File: src/rtl/cla_pkg.sv
package cla_pkg;
  typedef struct packed {
    logic gen;
    logic prop;
  } grp_t;
endpackage

File: src/rtl/cla_block.sv
module cla_block #(
  parameter int W = 8
) (
  input  logic [W-1:0]  a,
  input  logic [W-1:0]  b,
  input  logic          cin,
  output logic [W-1:0]  s,
  output cla_pkg::grp_t grp
);
  logic [W-1:0] g, p, c;
  logic run, acc;

  always_comb begin
    g = a & b;
    p = a | b;
    c = '0;
    c[0] = cin;
    // each internal carry is a flat sum of products over g, p and cin
    for (int i = 0; i < W - 1; i++) begin
      acc = 1'b0;
      for (int j = 0; j <= i; j++) begin
        run = g[j];
        for (int k = j + 1; k <= i; k++) run = run & p[k];
        acc = acc | run;
      end
      run = cin;
      for (int k = 0; k <= i; k++) run = run & p[k];
      c[i+1] = acc | run;
    end
    // group generate: carry out of the slice assuming zero carry-in
    acc = 1'b0;
    for (int j = 0; j < W; j++) begin
      run = g[j];
      for (int k = j + 1; k < W; k++) run = run & p[k];
      acc = acc | run;
    end
    grp.gen  = acc;
    grp.prop = &p;
    s = a ^ b ^ c;
  end
endmodule

File: src/rtl/cla_carry_unit.sv
module cla_carry_unit #(
  parameter int N = 4
) (
  input  logic [N-1:0] gen,
  input  logic [N-1:0] prop,
  input  logic         cin,
  output logic [N:0]   c
);
  logic run, acc;

  always_comb begin
    c = '0;
    c[0] = cin;
    for (int i = 0; i < N; i++) begin
      acc = 1'b0;
      for (int j = 0; j <= i; j++) begin
        run = gen[j];
        for (int k = j + 1; k <= i; k++) run = run & prop[k];
        acc = acc | run;
      end
      run = cin;
      for (int k = 0; k <= i; k++) run = run & prop[k];
      c[i+1] = acc | run;
    end
  end
endmodule

File: src/rtl/cla_adder32.sv
module cla_adder32 #(
  parameter int WIDTH     = 32,
  parameter int BLOCK     = 8,
  parameter bit LOOKAHEAD = 1'b1
) (
  input  logic             clk,
  input  logic             rst,
  input  logic [WIDTH-1:0] x,
  input  logic [WIDTH-1:0] y,
  input  logic             cin,
  output logic [WIDTH-1:0] sum,
  output logic             cout
);
  localparam int NBLK = WIDTH / BLOCK;

  logic [NBLK:0]    blk_c;
  logic [NBLK-1:0]  gen, prop;
  logic [WIDTH-1:0] sum_c;

  for (genvar k = 0; k < NBLK; k++) begin : g_slice
    cla_pkg::grp_t grp;
    cla_block #(.W(BLOCK)) u_blk (
      .a   (x[k*BLOCK +: BLOCK]),
      .b   (y[k*BLOCK +: BLOCK]),
      .cin (blk_c[k]),
      .s   (sum_c[k*BLOCK +: BLOCK]),
      .grp (grp)
    );
    assign gen[k]  = grp.gen;
    assign prop[k] = grp.prop;
  end

  if (LOOKAHEAD) begin : g_two_level
    cla_carry_unit #(.N(NBLK)) u_cu (
      .gen  (gen),
      .prop (prop),
      .cin  (cin),
      .c    (blk_c)
    );
  end else begin : g_chain
    assign blk_c[0] = cin;
    for (genvar k = 0; k < NBLK; k++) begin : g_link
      assign blk_c[k+1] = gen[k] | (prop[k] & blk_c[k]);
    end
  end

  always_ff @(posedge clk) begin
    if (rst) begin
      sum  <= '0;
      cout <= 1'b0;
    end else begin
      sum  <= sum_c;
      cout <= blk_c[NBLK];
    end
  end
endmodule

File: config.mk
export PLATFORM = sky130hd
export DESIGN_NAME = cla_adder32
export DESIGN_NICKNAME = d
export VERILOG_FILES = /design/src/rtl/cla_pkg.sv /design/src/rtl/cla_block.sv /design/src/rtl/cla_carry_unit.sv /design/src/rtl/cla_adder32.sv
export SDC_FILE = /design/constraint.sdc
export NUM_CORES = 1
export LEC_CHECK = 0
export BUFFER_PORTS_ARGS = -buffer_cell sky130_fd_sc_hd__buf_2
export CORE_ASPECT_RATIO = 1.25
export CORE_MARGIN = 3
export CORE_UTILIZATION = 30
export CTS_BUF_LIST = sky130_fd_sc_hd__clkbuf_4
export DETAILED_ROUTE_END_ITERATION = 8
export HOLD_SLACK_MARGIN = 0.03
export PLACE_DENSITY = 0.49
export SLEW_MARGIN = 25
export SYNTH_ARGS = -nofsm -noshare
export SYNTH_HDL_FRONTEND = slang
export SYNTH_HIERARCHICAL = 1
export SYNTH_SLANG_ARGS = --single-unit
File: constraint.sdc
create_clock -name clk -period 4.63 [get_ports clk]
set_input_delay 1.389 -clock clk [delete_from_list [all_inputs] [get_ports clk]]
set_output_delay 1.389 -clock clk [all_outputs]
set_load 0.01 [all_outputs]
# Word level (Yosys, flattened, before mapping)
# Index checks and enable logic that the tools add are counted.
# word_totals
ff_bits,33
latch_bits,0
ramBits,0
mem_bits_ro,0
input_bits,67
out_inout_bits,33
elab_cells,322
n_memories,0
# classes
add_sub_neg,0
n_mul,0
div_mod_pow,0
order_cmp,0
eq_ne,0
shift,0
mux,0
bitwise,316
n_reduce_logical,4
# ops
op,n
AND 1 bit,150
bitwise OR 1 bit,150
bitwise XOR 8 bit,8
AND 8 bit,4
bitwise OR 8 bit,4
AND reduction 8 bit,4

# Longest topological paths before layout
# logic_depth
word_depth,29
ltp_mapped,15

# Hierarchy
# Netlist, hierarchy kept.
# by_module_without_submodules
module,n_inst,cells_per_inst,area_per_inst_um2,seq_area_each_um2
cla_block at g_slice[1].u_blk ...,2,76,568.0,0.0
cla_adder32,1,69,889.6,660.6
cla_block at g_slice[0].u_blk,1,88,665.6,0.0
cla_block at g_slice[3].u_blk,1,80,580.6,0.0
cla_carry_unit,1,6,46.3,0.0

# Worst setup path before layout
# Ideal clock, no wire load.
# synth_path
kind,input to register
start,in x[2]
end,reg sum[28]
setup_ns,0.114
arrival_time_ns,4.016
slack_ns,0.500
cell_stages,14
n_path_buf,1
path_cell_list,ha_1 nor3b_2 a211o_2 o21ai_1 nand3b_1 buf_4 a21o_1 a21o_1 a21o_1 nor2b_4 o311a_1 or4_1 o311a_1 nor2b_1
# synth_between
elab_chain_cells,25
word_cells_on_any_way,41
cone_classes,bitwise (40); reduce/logical (1)
# synth_lines
item,line,text
from (decl),cla_adder32.sv:8,"input logic [WIDTH-1:0] x,"
bitwise OR 8 bit,cla_block.sv:15,p = a | b;
AND 1 bit (6 in a row),cla_block.sv:34,for (int k = j + 1; k < W; k++) run = run & p[k];
bitwise OR 1 bit,cla_block.sv:35,acc = acc | run;
bitwise OR 1 bit (*) (6 in a row),cla_block.sv:35,
net g_slice[0].u_blk.acc,cla_block.sv:11,"logic run, acc;"
AND 1 bit (*) (2 in a row),cla_carry_unit.sv:18,for (int k = j + 1; k <= i; k++) run = run & prop[k];
bitwise OR 1 bit (*) (2 in a row),cla_carry_unit.sv:19,acc = acc | run;
bitwise OR 1 bit (*),cla_carry_unit.sv:23,c[i+1] = acc | run;
net blk_c[3],cla_adder32.sv:16,logic [NBLK:0] blk_c;
AND 1 bit (*) (4 in a row),cla_block.sv:27,for (int k = 0; k <= i; k++) run = run & p[k];
bitwise OR 1 bit (*),cla_block.sv:28,c[i+1] = acc | run;
bitwise XOR 8 bit (*),cla_block.sv:39,s = a ^ b ^ c;
net sum_c[28],cla_adder32.sv:18,logic [WIDTH-1:0] sum_c;
to (signal assigned),cla_adder32.sv:52,sum <= sum_c;
to (decl),cla_adder32.sv:11,"output logic [WIDTH-1:0] sum,"
# The timed path passes the listed nets; every way through them passes the cells marked *.
# A chain may end at the register's enable or synchronous reset.

==> results_dict.tcl <==
set metrics [dict create \
    status "finished, final reports clean" \
    setup_violations 0 \
    synthesis.area_um2 3320 \
    slew-limit-headroom_pct 53.3 \
    area_growth_pct 20.1 \
    synthMuxAreaShare_pct 0 \
    syn_nets 530 \
    hold_buffers 0 \
    drtIter0Drc 84 \
    nets 629 \
    cp-end-kind "register" \
    hold_path_depth 5 \
    synth-edff-count 0 \
    worstPathArrival_ps 4220 \
    hold_start "y[9]" \
    grt_pass1_wl_mm 12.3 \
    fin_util_pct 37.2 \
    grt_overflow 0 \
    worstPathRequired_ps 4860 \
    grt_max_degree 34 \
    hold_class "primary input to register" \
    core-area_um2 10700 \
    port-buffer-count 99 \
    dr_total_vias 2809 \
    grt_pass1_vias 2863 \
    cts.path.max_buffers 2 \
    viasPerCell 4.48 \
    synthCells 395 \
    synth-compound-area-share_pct 14.9 \
    crit_type "primary input to register" \
    rows 42 \
    antenna_cells 0 \
    fin_crit_ps 3990 \
    drive_gt1_share_pct 25.9 \
    hold_end "sum[9]" \
    synth-simple-area-share_pct 21.4 \
    cts_tree "built" \
    peakVddDrop_v 0.000100 \
    grtUsageTotal_pct 12.1 \
    cp-start-kind "primary input" \
    drv_slew 0 \
    initial_core_util_pct 31.0 \
    yosysWarnings 6 \
    async_flop_share_pct 0 \
    numCtsBuffers 5 \
    nFillCells 1141 \
    tightest_slew_ps 701 \
    powerDensity_nw_per_um2 223 \
    timing_hold_violations_final 0 \
    first_pass_iters 4 \
    die_x_um 100 \
    p_leak_nw 2.18 \
    fin_ws_ps 639 \
    post-route-period-util_pct 86.2 \
    yosysSeqAreaShare_pct 19.9 \
    place_ws_ps 233 \
    crit_fanout 4 \
    drt-total-wl_mm 7.16 \
    die_area_um2 12400 \
    cts-root-buf "clkbuf_4" \
    final_cell_mix "buf_2 (99), inv_1 (88), ha_1 (64)" \
    htreeDepth 2 \
    setup_tns_ps 0 \
    drv_cap 0 \
    drc_errors 0 \
    wl_per_cell_um 11.4 \
    avgSynthCellArea_um2 8.40 \
    clock-sinks 33 \
    cts_resized 0 \
    die_h_um 124 \
    ant_nets 0 \
    post_cts_buffers 0 \
    layout.cells.most_common "buf_2" \
    place.gp.congestion 0.772 \
    io_pins 100 \
    synth_xor_area_share_pct 5.54 \
    hpwl_mm 5.92 \
    fmax_mhz 251 \
    clk_pin_slew_ps 120 \
    synthAdderAreaFrac_pct 26.5 \
    synth_cell_types 51 \
    antenna_found_initial 0 \
    synth-seq-cells 33 \
    ys.flop_type "dfxtp_1" \
    synth_top_family_by_area "adder cells" \
    rsz0062_at_grt "false" \
]
## critical path, stage by stage
cell and delay, ps:
buf_2 110, ha_1 220, nor3b_2 190, a211o_2 330, o21ai_1 170, nand3b_1 100
a21o_1 200, a21o_1 210, a21o_1 190, nor2b_4 130, o311a_1 330, or4_1 410
o311a_1 130, nor2b_1 120
## worst max-delay path by stage
stage          startpoint  endpoint  slack (ps)  cells after the start
2_1_floorplan        x[2]   sum[28]         500                     14
3_3_place_gp         x[2]   sum[28]         320                     14
3_5_place_dp         x[3]   sum[28]         230                     15
4_1_cts              x[2]   sum[28]         640                     14
5_1_grt              x[3]   sum[31]         360                     15
6_report             x[2]   sum[28]         640                     14
## synth_stat cells, drive strengths merged (2+ instances only)
cell    number  area, um2
nor3         5       30.0
or4          4       30.0
and4         2       17.5
o2111a       2       22.5
buf          8       60.1
nand3        5       25.0
a21oi       14       73.8
o311a        3       31.3
o211a        2       20.0
o21ai       12       67.6
inv         88        330
fa           4       80.1
ha          64        801
a21o         4       30.0
nor4         3       31.3
xnor2       11       96.3
dfxtp       33        661
nor3b        9       72.6
nand2b       7       43.8
a311oi       2       23.8
nor2        18       70.1
xor2        10       87.6
o211ai       5       47.5
nor2b       42        278
nand3b       2       15.0
a211oi       3       45.0
a211o        2       20.0
or3          4       25.0
nor4b        3       26.3
o21bai       8       60.1
nand2        8       30.0
## area by class of cell
class / instances / area [um2] / share of cell area [%]
clock buffers: 8 / 60.1 / 1.51
inverters: 88 / 330 / 8.29
multi-input cells: 266 / 2270 / 56.9
flip-flops and latches: 33 / 661 / 16.6
well taps: 132 / 165 / 4.14
repair buffers: 100 / 503 / 12.6
## per-stage QoR
stage	cells	hold slack (ps)	total power, mW	area, um2
2_1_floorplan	395	1460	0.601	3320
3_3_place_gp	619	1780	0.711	3930
3_5_place_dp	619	1790	0.714	3930
4_1_cts	627	1490	0.917	3990
5_1_grt	627	1510	0.973	3990
6_report	627	1530	0.889	3990
## registers in the layout, indices dropped and copies added, names as in the netlist
| signal | count |
|---|---|
| cout | 1 |
| sum | 32 |
## kinds of logic after synthesis
logic type,after synthesis
fa+ha+maj,68
compound gates,63
xor+xnor,21
simple gates,114
flops,33
buf+inv,96
## per-layer routing
metal  global-route usage [%]  part of all wire (%)  vias to the layer above  wire [um]
met2                     21.9                    50                       71       3550
li1                         -                     -                     1463          -
met5                        0                     0                        -          0
met4                     4.38                   2.0                        0        146
met3                     2.80                   6.0                        9        430
met1                     13.9                    42                     1266       3030
## report_power, final
part           leakage, nW  switching (mW)  total, mW  internal, mW
clock network       0.0368           0.108      0.187        0.0783
registers            0.275         0.00909      0.332         0.323
logic                 1.87           0.187      0.370         0.183
total                 2.18           0.304      0.889         0.585
Note: power is estimated with default switching activity, not from simulation.
